<file path="config.mk">
export PLATFORM = sky130hd
export DESIGN_NAME = scc_dual_regif
export DESIGN_NICKNAME = d
export VERILOG_FILES = /design/src/rtl/scc_pkg.sv /design/src/rtl/scc_wregs.sv /design/src/rtl/scc_irq_ctrl.sv /design/src/rtl/scc_line_dec.sv /design/src/rtl/scc_dual_regif.sv
export SDC_FILE = /design/constraint.sdc
export NUM_CORES = 1
export LEC_CHECK = 0
export CORE_MARGIN = 8
export CORE_UTILIZATION = 60
export DETAILED_ROUTE_END_ITERATION = 10
export GPL_ROUTABILITY_DRIVEN = 0
export PLACE_DENSITY = 0.94
export SETUP_SLACK_MARGIN = 0.5
export SYNTH_ARGS = -nofsm -noshare
export SYNTH_HDL_FRONTEND = slang
export SYNTH_SLANG_ARGS = --single-unit
export TNS_END_PERCENT = 20
</file>
<file path="constraint.sdc">
create_clock -name clk -period 4.96 [get_ports clk]
set_clock_uncertainty 0.15 [all_clocks]
set_input_delay 0.496 -clock clk [delete_from_list [all_inputs] [get_ports clk]]
set_output_delay 0.496 -clock clk [all_outputs]
set_load 0.1 [all_outputs]
</file>
<file path="src/rtl/scc_pkg.sv">
// Shared constants, interrupt state type and interrupt-state update functions.
// Assumes channel index 0 is B and index 1 is A throughout the block.
package scc_pkg;
    localparam int NCH    = 2;
    localparam int DW     = 8;
    localparam int NREG   = 16;
    localparam int PW     = $clog2(NREG);
    localparam int TCW    = 2 * DW;
    localparam int MAXSH  = 6;
    localparam int BAUD_W = TCW + 1 + MAXSH;
    localparam int CH_B   = 0;
    localparam int CH_A   = 1;

    localparam logic [2:0]    CMD_HIGH    = 3'd1;
    localparam logic [2:0]    CMD_CLR_TX  = 3'd5;
    localparam logic [2:0]    CMD_CLR_IUS = 3'd7;
    localparam logic [PW-1:0] REG_RESET   = PW'(9);
    localparam logic [PW-1:0] REG_TC_LO   = PW'(12);
    localparam logic [PW-1:0] REG_TC_HI   = PW'(13);

    typedef struct packed {
        logic [NCH-1:0] rxp;
        logic [NCH-1:0] txp;
        logic [NCH-1:0] rxs;
        logic [NCH-1:0] txs;
        logic [DW-1:0]  vec;
    } irq_st_t;

    // Vector for a source; c = 1 means channel A.
    function automatic logic [DW-1:0] vec_code(input logic c, input logic tx, input logic hi);
        if (c) return tx ? (hi ? 8'h10 : 8'h08) : (hi ? 8'h30 : 8'h0C);
        return tx ? 8'h00 : (hi ? 8'h20 : 8'h04);
    endfunction

    function automatic logic [DW-1:0] vec_none(input logic hi);
        return hi ? 8'h60 : 8'h06;
    endfunction

    function automatic irq_st_t f_set_rx(input irq_st_t s, input logic c, input logic hi);
        s.rxp[c] = 1'b1;
        if (!s.txs[c]) begin
            s.rxs[c] = 1'b1;
            s.vec    = vec_code(c, 1'b0, hi);
        end
        return s;
    endfunction

    function automatic irq_st_t f_set_tx(input irq_st_t s, input logic c, input logic hi);
        s.txp[c] = 1'b1;
        if (!s.rxs[c]) begin
            s.txs[c] = 1'b1;
            s.vec    = vec_code(c, 1'b1, hi);
        end
        return s;
    endfunction

    function automatic irq_st_t f_clr_rx(input irq_st_t s, input logic c, input logic hi);
        s.rxp[c] = 1'b0;
        s.rxs[c] = 1'b0;
        s.vec    = vec_none(hi);
        if (s.txp[c]) s = f_set_tx(s, c, hi);
        return s;
    endfunction

    function automatic irq_st_t f_clr_tx(input irq_st_t s, input logic c, input logic hi);
        s.txp[c] = 1'b0;
        s.txs[c] = 1'b0;
        s.vec    = vec_none(hi);
        if (s.rxp[c]) s = f_set_rx(s, c, hi);
        return s;
    endfunction

    function automatic logic [DW-1:0] wr_default(input int i);
        case (i)
            4:       return 8'h04;
            9:       return 8'hC0;
            11:      return 8'h08;
            14:      return 8'h30;
            15:      return 8'hF8;
            default: return 8'h00;
        endcase
    endfunction
endpackage

</file>
<file path="src/rtl/scc_wregs.sv">
// One channel's write-register file with reset defaults.
// Assumes the parent never raises we for register 0 or for a reset write.
module scc_wregs
    import scc_pkg::*;
(
    input  logic                     clk,
    input  logic                     rst_n,
    input  logic                     ch_rst,
    input  logic                     we,
    input  logic [PW-1:0]            waddr,
    input  logic [DW-1:0]            wdata,
    output logic [NREG-1:0][DW-1:0]  regs
);
    // Load defaults on any reset, else store the addressed byte.
    always_ff @(posedge clk) begin
        if (!rst_n || ch_rst) begin
            for (int i = 0; i < NREG; i++) regs[i] <= wr_default(i);
        end else if (we) begin
            regs[waddr] <= wdata;
        end
    end
endmodule

</file>
<file path="src/rtl/scc_irq_ctrl.sv">
// Interrupt pending / in-service state of both channels and the shared vector.
// Events in one cycle are folded in a fixed order: channel resets, bus
// clears, transmit raise, then receive raises of B and A.
module scc_irq_ctrl
    import scc_pkg::*;
(
    input  logic           clk,
    input  logic           rst_n,
    input  logic [NCH-1:0] chan_rst,
    input  logic [NCH-1:0] stat_hi,
    input  logic [NCH-1:0] set_rx,
    input  logic [NCH-1:0] set_tx,
    input  logic [NCH-1:0] clr_rx,
    input  logic [NCH-1:0] clr_tx,
    input  logic [NCH-1:0] clr_ius,
    output irq_st_t        st_q
);
    irq_st_t nx;

    // Apply this cycle's events to the state one after another.
    always_comb begin
        nx = st_q;
        for (int c = 0; c < NCH; c++) begin
            if (chan_rst[c]) begin
                nx.rxp[c] = 1'b0;
                nx.txp[c] = 1'b0;
                nx.rxs[c] = 1'b0;
                nx.txs[c] = 1'b0;
                if (c == CH_B) nx.vec = '0;
            end
        end
        for (int c = 0; c < NCH; c++) begin
            if (clr_ius[c]) begin
                if (nx.rxs[c])      nx = f_clr_rx(nx, 1'(c), stat_hi[c]);
                else if (nx.txs[c]) nx = f_clr_tx(nx, 1'(c), stat_hi[c]);
            end
            if (clr_tx[c]) nx = f_clr_tx(nx, 1'(c), stat_hi[c]);
            if (clr_rx[c]) nx = f_clr_rx(nx, 1'(c), stat_hi[c]);
            if (set_tx[c]) nx = f_set_tx(nx, 1'(c), stat_hi[c]);
        end
        for (int c = 0; c < NCH; c++) begin
            if (set_rx[c]) nx = f_set_rx(nx, 1'(c), stat_hi[c]);
        end
    end

    // Hold the interrupt state.
    always_ff @(posedge clk) begin
        if (!rst_n) st_q <= '0;
        else        st_q <= nx;
    end
endmodule

</file>
<file path="src/rtl/scc_line_dec.sv">
// Registered decode of one channel's line settings; the baud divisor is the
// time constant plus two, shifted by the clock multiplier (no divider).
module scc_line_dec
    import scc_pkg::*;
(
    input  logic              clk,
    input  logic              rst_n,
    input  logic [DW-1:0]     wr_fmt,
    input  logic [DW-1:0]     wr_tx,
    input  logic [DW-1:0]     wr_tc_lo,
    input  logic [DW-1:0]     wr_tc_hi,
    output logic              par_en,
    output logic              par_even,
    output logic              two_stop,
    output logic [3:0]        data_bits,
    output logic [BAUD_W-1:0] baud_div
);
    logic [TCW:0]       base;
    logic [BAUD_W-1:0]  div_nx;
    logic [3:0]         bits_nx;

    // Form divisor and character length from the register fields.
    always_comb begin
        base = {1'b0, wr_tc_hi, wr_tc_lo} + (TCW+1)'(2);
        case (wr_fmt[7:6])
            2'd0:    div_nx = BAUD_W'(base);
            2'd1:    div_nx = BAUD_W'(base) << 4;
            2'd2:    div_nx = BAUD_W'(base) << 5;
            default: div_nx = BAUD_W'(base) << MAXSH;
        endcase
        case (wr_tx[6:5])
            2'd0:    bits_nx = 4'd5;
            2'd1:    bits_nx = 4'd7;
            2'd2:    bits_nx = 4'd6;
            default: bits_nx = 4'd8;
        endcase
    end

    // Register the decoded fields.
    always_ff @(posedge clk) begin
        if (!rst_n) begin
            par_en    <= 1'b0;
            par_even  <= 1'b0;
            two_stop  <= 1'b0;
            data_bits <= 4'd5;
            baud_div  <= BAUD_W'(2);
        end else begin
            par_en    <= wr_fmt[0];
            par_even  <= wr_fmt[1];
            two_stop  <= (wr_fmt[3:2] == 2'b11);
            data_bits <= bits_nx;
            baud_div  <= div_nx;
        end
    end
endmodule

</file>
<file path="src/rtl/scc_dual_regif.sv">
// Two-channel serial controller register interface: bus decode, register
// pointers, receive/break status, transmit strobe, read mux and interrupt.
// Assumes bus_wr and bus_rd are never high together; read data is registered.
module scc_dual_regif
    import scc_pkg::*;
#(
    parameter logic [1:0] CHAN_DIS = 2'b00
) (
    input  logic                 clk,
    input  logic                 rst_n,
    input  logic [2:0]           bus_addr,
    input  logic                 bus_wr,
    input  logic                 bus_rd,
    input  logic [7:0]           bus_wdata,
    output logic [7:0]           bus_rdata,
    input  logic [1:0]           rx_valid,
    input  logic [15:0]          rx_data,
    output logic [1:0]           rx_ready,
    input  logic [1:0]           brk_in,
    output logic [1:0]           tx_valid,
    output logic [15:0]          tx_data,
    output logic                 irq,
    output logic [1:0]           par_en,
    output logic [1:0]           par_even,
    output logic [1:0]           two_stop,
    output logic [7:0]           data_bits,
    output logic [45:0]          baud_div
);
    logic                    sel;
    logic                    is_data;
    logic                    ctl_wr, ctl_rd, dat_wr, dat_rd;
    logic [PW-1:0]           cur_ptr;
    logic [2:0]              cmd;
    logic                    rst_wr;
    logic [NCH-1:0]          chan_rst;
    logic [NCH-1:0]          set_rx, set_tx, clr_rx, clr_tx, clr_ius, stat_hi;
    logic [NCH-1:0]          rx_pend, tx_pend, rx_svc, tx_svc, brk_q, req;
    logic [PW-1:0]           ptr_q [NCH];
    logic [NREG-1:0][DW-1:0] wr_q  [NCH];
    logic [DW-1:0]           rr0   [NCH];
    logic [DW-1:0]           rxbuf [NCH];
    logic [DW-1:0]           summary;
    logic [DW-1:0]           rd_mux;
    irq_st_t                 irq_st;

    assign sel     = bus_addr[2];
    assign is_data = bus_addr[1];
    assign ctl_wr  = bus_wr & ~is_data;
    assign dat_wr  = bus_wr &  is_data;
    assign ctl_rd  = bus_rd & ~bus_wr & ~is_data;
    assign dat_rd  = bus_rd & ~bus_wr &  is_data;
    assign cur_ptr = ptr_q[sel];
    assign cmd     = bus_wdata[5:3];
    assign rst_wr  = ctl_wr && (cur_ptr == REG_RESET) && (bus_wdata[7:6] != 2'b00);
    assign chan_rst = rst_wr ? {bus_wdata[7], bus_wdata[6]} : '0;

    assign rx_pend = irq_st.rxp;
    assign tx_pend = irq_st.txp;
    assign rx_svc  = irq_st.rxs;
    assign tx_svc  = irq_st.txs;

    for (genvar c = 0; c < NCH; c++) begin : g_ch
        logic          here;
        logic          accept;
        logic          rxav;
        logic          brk;
        logic          txv;
        logic [DW-1:0] txd;

        assign here = (sel == 1'(c));

        scc_wregs u_wregs (
            .clk   (clk),
            .rst_n (rst_n),
            .ch_rst(chan_rst[c]),
            .we    (ctl_wr && here && (cur_ptr != '0) && !rst_wr),
            .waddr (cur_ptr),
            .wdata (bus_wdata),
            .regs  (wr_q[c])
        );

        scc_line_dec u_line (
            .clk      (clk),
            .rst_n    (rst_n),
            .wr_fmt   (wr_q[c][4]),
            .wr_tx    (wr_q[c][5]),
            .wr_tc_lo (wr_q[c][REG_TC_LO]),
            .wr_tc_hi (wr_q[c][REG_TC_HI]),
            .par_en   (par_en[c]),
            .par_even (par_even[c]),
            .two_stop (two_stop[c]),
            .data_bits(data_bits[c*4 +: 4]),
            .baud_div (baud_div[c*BAUD_W +: BAUD_W])
        );

        // Pointer: loaded at pointer 0, otherwise returned to 0 by any access.
        always_ff @(posedge clk) begin
            if (!rst_n || chan_rst[c]) begin
                ptr_q[c] <= '0;
            end else if (here && ctl_wr) begin
                if (ptr_q[c] == '0) ptr_q[c] <= {cmd == CMD_HIGH, bus_wdata[2:0]};
                else                ptr_q[c] <= '0;
            end else if (here && ctl_rd) begin
                ptr_q[c] <= '0;
            end
        end

        assign rx_ready[c] = wr_q[c][3][0] & ~rxav;
        assign accept      = rx_valid[c] & rx_ready[c] & ~chan_rst[c];

        // Receive buffer, byte-available flag and break flag.
        always_ff @(posedge clk) begin
            if (!rst_n || chan_rst[c]) begin
                rxav     <= 1'b0;
                brk      <= 1'b0;
                rxbuf[c] <= '0;
            end else begin
                if (accept)              rxav <= 1'b1;
                else if (here && dat_rd) rxav <= 1'b0;
                if (accept)              rxbuf[c] <= rx_data[c*DW +: DW];
                if (brk_in[c])           brk  <= 1'b1;
            end
        end

        // One-cycle transmit strobe when the transmitter is enabled.
        always_ff @(posedge clk) begin
            if (!rst_n) begin
                txv <= 1'b0;
                txd <= '0;
            end else begin
                txv <= dat_wr && here && wr_q[c][5][3];
                if (dat_wr && here) txd <= bus_wdata;
            end
        end

        assign tx_valid[c]          = txv;
        assign tx_data[c*DW +: DW]  = txd;
        assign brk_q[c]             = brk;
        assign rr0[c] = {brk, (CHAN_DIS[c] ? 5'b11111 : 5'b10001), 1'b0, rxav};

        assign set_rx[c]  = accept;
        assign set_tx[c]  = dat_wr && here;
        assign clr_rx[c]  = dat_rd && here;
        assign clr_tx[c]  = ctl_wr && here && (cur_ptr == '0) && (cmd == CMD_CLR_TX);
        assign clr_ius[c] = ctl_wr && here && (cur_ptr == '0) && (cmd == CMD_CLR_IUS);
        assign stat_hi[c] = wr_q[c][REG_RESET][4];

        assign req[c] = (wr_q[c][1][1] & tx_pend[c])
                      | (((wr_q[c][1][4:3] == 2'b01) || (wr_q[c][1][4:3] == 2'b10)) & rx_pend[c])
                      | (wr_q[c][15][7] & brk);
    end

    scc_irq_ctrl u_irq (
        .clk     (clk),
        .rst_n   (rst_n),
        .chan_rst(chan_rst),
        .stat_hi (stat_hi),
        .set_rx  (set_rx),
        .set_tx  (set_tx),
        .clr_rx  (clr_rx),
        .clr_tx  (clr_tx),
        .clr_ius (clr_ius),
        .st_q    (irq_st)
    );

    assign irq     = |req;
    assign summary = {2'b00, rx_pend[CH_A], tx_pend[CH_A], 1'b0,
                      rx_pend[CH_B], tx_pend[CH_B], 1'b0};

    // Select the read register named by the channel's pointer.
    always_comb begin
        case (cur_ptr)
            PW'(0):    rd_mux = rr0[sel];
            PW'(1):    rd_mux = 8'h07;
            PW'(2):    rd_mux = (sel == 1'(CH_B)) ? irq_st.vec : '0;
            PW'(3):    rd_mux = (sel == 1'(CH_A)) ? summary : '0;
            REG_TC_LO: rd_mux = wr_q[sel][REG_TC_LO];
            REG_TC_HI: rd_mux = wr_q[sel][REG_TC_HI];
            default:   rd_mux = '0;
        endcase
    end

    // Registered read data.
    always_ff @(posedge clk) begin
        if (!rst_n)      bus_rdata <= '0;
        else if (ctl_rd) bus_rdata <= rd_mux;
        else if (dat_rd) bus_rdata <= rxbuf[sel];
    end
endmodule

</file>
==> impl_metrics.tcl <==
set metrics [dict create \
    fin_util_pct 72.18 \
    drcViolationCount 0 \
    slew_headroom_pct 22.83 \
    synth.most_common_cell "dfxtp_1" \
    die_w_um 142.3 \
    hold_buffers 0 \
    ff_latch_area_um2 4084 \
    cap_violations 0 \
    synth_top_area_share_pct 35.12 \
    ys_warn_count 0 \
    cp_cell_sequence "clkdlybuf4s50_1 > or3b_2 > a22o_2 > o211ai_1 > nand2b_1 > nor2_2 > mux2i_1 > nand2_1" \
    grt_pass1_vias 8529 \
    synth_cell_types 86 \
    ctsResizeCount 0 \
    hpwlAfterDp_um 19740 \
    placed_cell_area_um2 10790 \
    setup_violations 0 \
    hold_depth 2 \
    peakVddDrop_mv 0.2592 \
    critPathRequiredTime_ps 5110 \
    wl_met3_um 3639 \
    ys_async_sr_fraction_pct 0 \
    fin_area_um2 11380 \
    fillers 1119 \
    cts-root-buf "clkbuf_16" \
    die_h_um 142.3 \
    worstSetupStartpointType "input port" \
    cp_max_fo 22 \
    hold_path_class "flip-flop to flip-flop" \
    drive_gt1_share_pct 7.699 \
    antenna_found_initial 0 \
    synth_area_leaders "dfxtp_1 35%, edfxtp_1 7.5%, mux2i_1 6.0%" \
    synthesis.area_um2 9575 \
    htree_levels 4 \
    syn2layout_area_growth_pct 18.88 \
    floorplan.core_area_um2 15770 \
    max_freq_ghz 0.2795 \
    power.density_nw_per_um2 289.9 \
    synth_edf_count 24 \
    dieArea_um2 20260 \
    yosysTopAreaCell "dfxtp_1" \
    wl_per_cell_um 20.30 \
    drtAntennaViolNets 0 \
    clockBufferDepth 2 \
    worstReg2RegStart "ptr_q[0][2]" \
    r2r_slack_ps 1880 \
    m1WireLength_um 10310 \
    status "complete, no violations" \
    final_nets 1225 \
    firstDrtPassIters 6 \
    avgSynthCellArea_um2 8.627 \
    avgViaCountPerCell 6.419 \
    tns_ps 0 \
    synth-main-ff-cell "dfxtp_1" \
    ioPinCount 124 \
    arrival_ps 3730 \
    initial_utilization_pct 60.72 \
    worstReg2RegEnd "u_irq.st_q[5]" \
    period_share_pct 72.13 \
    syn-instance-count 1110 \
    cts_tree "built" \
    hold_end "g_ch[0].txv" \
    gr-total-overflow 0 \
    route.met2.wl_um 13380 \
    crit_slowest_cell "clkdlybuf4s50_1" \
    drtIter0Drc 1197 \
    fp-row-count 46 \
    leakagePower_nw 4.081 \
    end_kind "flip-flop" \
    postRouteWirelength_um 28660 \
    multiInputGateArea_um2 5001 \
    p_total_w 0.003300 \
    grt_pass1_wl_um 44440 \
    grt_start_max_net_pins 45 \
    max_stage_delay_ps 800 \
    synth_fp_nets 1153 \
    yosysSeqAreaShare_pct 42.65 \
    clock_latency_ps 440 \
    portBuffers 122 \
    finalMaxSlewViolations 0 \
    cts_sinks 192 \
    fin_crit_ps 3578 \
    hold_violations 0 \
    whs_ps 290.7 \
    holdCritStartpoint "g_ch[0].u_wregs.regs[43]" \
    worstMarginPinSlew_ps 1142 \
    crit_type "input port to flip-flop" \
    r2r_cells 7 \
    top_layer "met4" \
    rsz0062_at_grt "false" \
    routed-via-count 9063 \
    clkTransAtPathRegs_ps 70 \
    cts_made_buffers 17 \
    synthTopCellsByCount "168 x dfxtp_1, 133 x nand2_1, 124 x nor2_1, 87 x a21oi_1, 57 x mux2i_1" \
    cts_setup_buffers 0 \
    ys_ff_latch 192 \
    grt.total_usage_pct 27.77 \
]
## worst max path at each step
stage	startpoint	to	slack [ps]	cells after the start
floorplan	g_ch[0].u_wregs.regs[24]	u_irq.st_q[3]	1640	6
global placement	bus_addr[2]	g_ch[1].u_wregs.regs[111]	1160	8
detailed placement	bus_addr[2]	g_ch[1].u_wregs.regs[32]	1090	8
CTS	bus_addr[2]	g_ch[1].u_wregs.regs[34]	1500	8
global route	bus_addr[2]	g_ch[1].u_wregs.regs[34]	1310	8
finish	bus_addr[2]	g_ch[1].u_wregs.regs[34]	1380	8
## layer usage
metal  GRT usage [%]  up-vias
met1           33.27     4154
met4           12.58        0
met3           7.447      155
met2           45.86      672
li1                -     4082
met5               0        -
## registers in the layout, summed over array words and instances, names as in the netlist
register / count
rxbuf: 16
g_ch.rxav: 2
bus_rdata: 8
ptr_q: 8
g_ch.u_line.par_en: 2
u_irq.st_q: 16
g_ch.brk: 2
g_ch.u_line.baud_div: 46
g_ch.txd: 16
g_ch.u_wregs.regs: 62
g_ch.u_line.two_stop: 2
g_ch.txv: 2
g_ch.u_line.data_bits: 8
g_ch.u_line.par_even: 2
## kinds of logic (layout without fill, tap and decap cells)
group	after synthesis	in the layout	share of synthesized area, %
xor+xnor	28	28	2.561
fa+ha+maj	8	8	1.045
mux	68	68	8.075
buf+inv	111	196	5.266
simple gates	476	476	24.87
other cells	0	1	0
compound gates	227	227	15.54
flops	192	192	42.65
## where the power goes
| group | total (W) | internal (W) | switching, W |
|---|---|---|---|
| clock network | 0.00137 | 0.000774 | 0.000597 |
| registers | 0.00162 | 0.00159 | 0.0000225 |
| logic | 0.000312 | 0.0000906 | 0.000222 |
| total | 0.00330 | 0.00246 | 0.000842 |
## placed cells by master (no fill, tap or decap), types with 5 or more instances in the layout
| master | Yosys | layout |
|---|---|---|
| clkdlybuf4s50_1 | 0 | 122 |
| mux4_2 | 7 | 7 |
| dfxtp_1 | 168 | 168 |
| nor4_1 | 8 | 8 |
| nand2_1 | 133 | 133 |
| edfxtp_1 | 24 | 24 |
| inv_1 | 25 | 25 |
| xor2_1 | 15 | 15 |
| nor2b_1 | 7 | 7 |
| or3_1 | 6 | 6 |
| a31oi_1 | 12 | 12 |
| xnor2_1 | 13 | 13 |
| a221o_1 | 7 | 7 |
| a211oi_1 | 7 | 5 |
| and2_1 | 25 | 25 |
| nand3_1 | 55 | 55 |
| nand2b_1 | 11 | 11 |
| nor3_1 | 23 | 23 |
| nor2_1 | 124 | 124 |
| a22oi_1 | 6 | 6 |
| o21ai_0 | 41 | 41 |
| and3_1 | 24 | 24 |
| ha_1 | 8 | 8 |
| mux2i_1 | 57 | 57 |
| nand3b_1 | 7 | 7 |
| clkbuf_16 | 0 | 19 |
| o211ai_1 | 10 | 10 |
| buf_4 | 13 | 14 |
| a221oi_1 | 6 | 6 |
| nand4_1 | 11 | 11 |
| a21oi_1 | 87 | 87 |
## stage by stage
step	std cells	worst slack, ps
after global routing	1411	1308
after floorplan	1110	1642
after detailed placement	1379	1086
after CTS	1411	1501
final	1412	1382
after global placement	1379	1161
## layout make-up
type,count,area share (%)
well taps,216,2.374
diodes,1,0.02198
flip-flops and latches,192,35.88
inverters,28,0.9233
clock inverters,9,0.8244
multi-input cells,807,43.93
clock buffers,23,4.397
repair buffers,136,11.65
## worst max-delay path, delay by kind of cell
kind	cells	cell delay (ps)
muxes	1	250
and+or+nand+nor	4	1480
buffers and inverters	1	800
AOI/OAI and AO/OA	2	690
(Power assumes the default switching activity.)
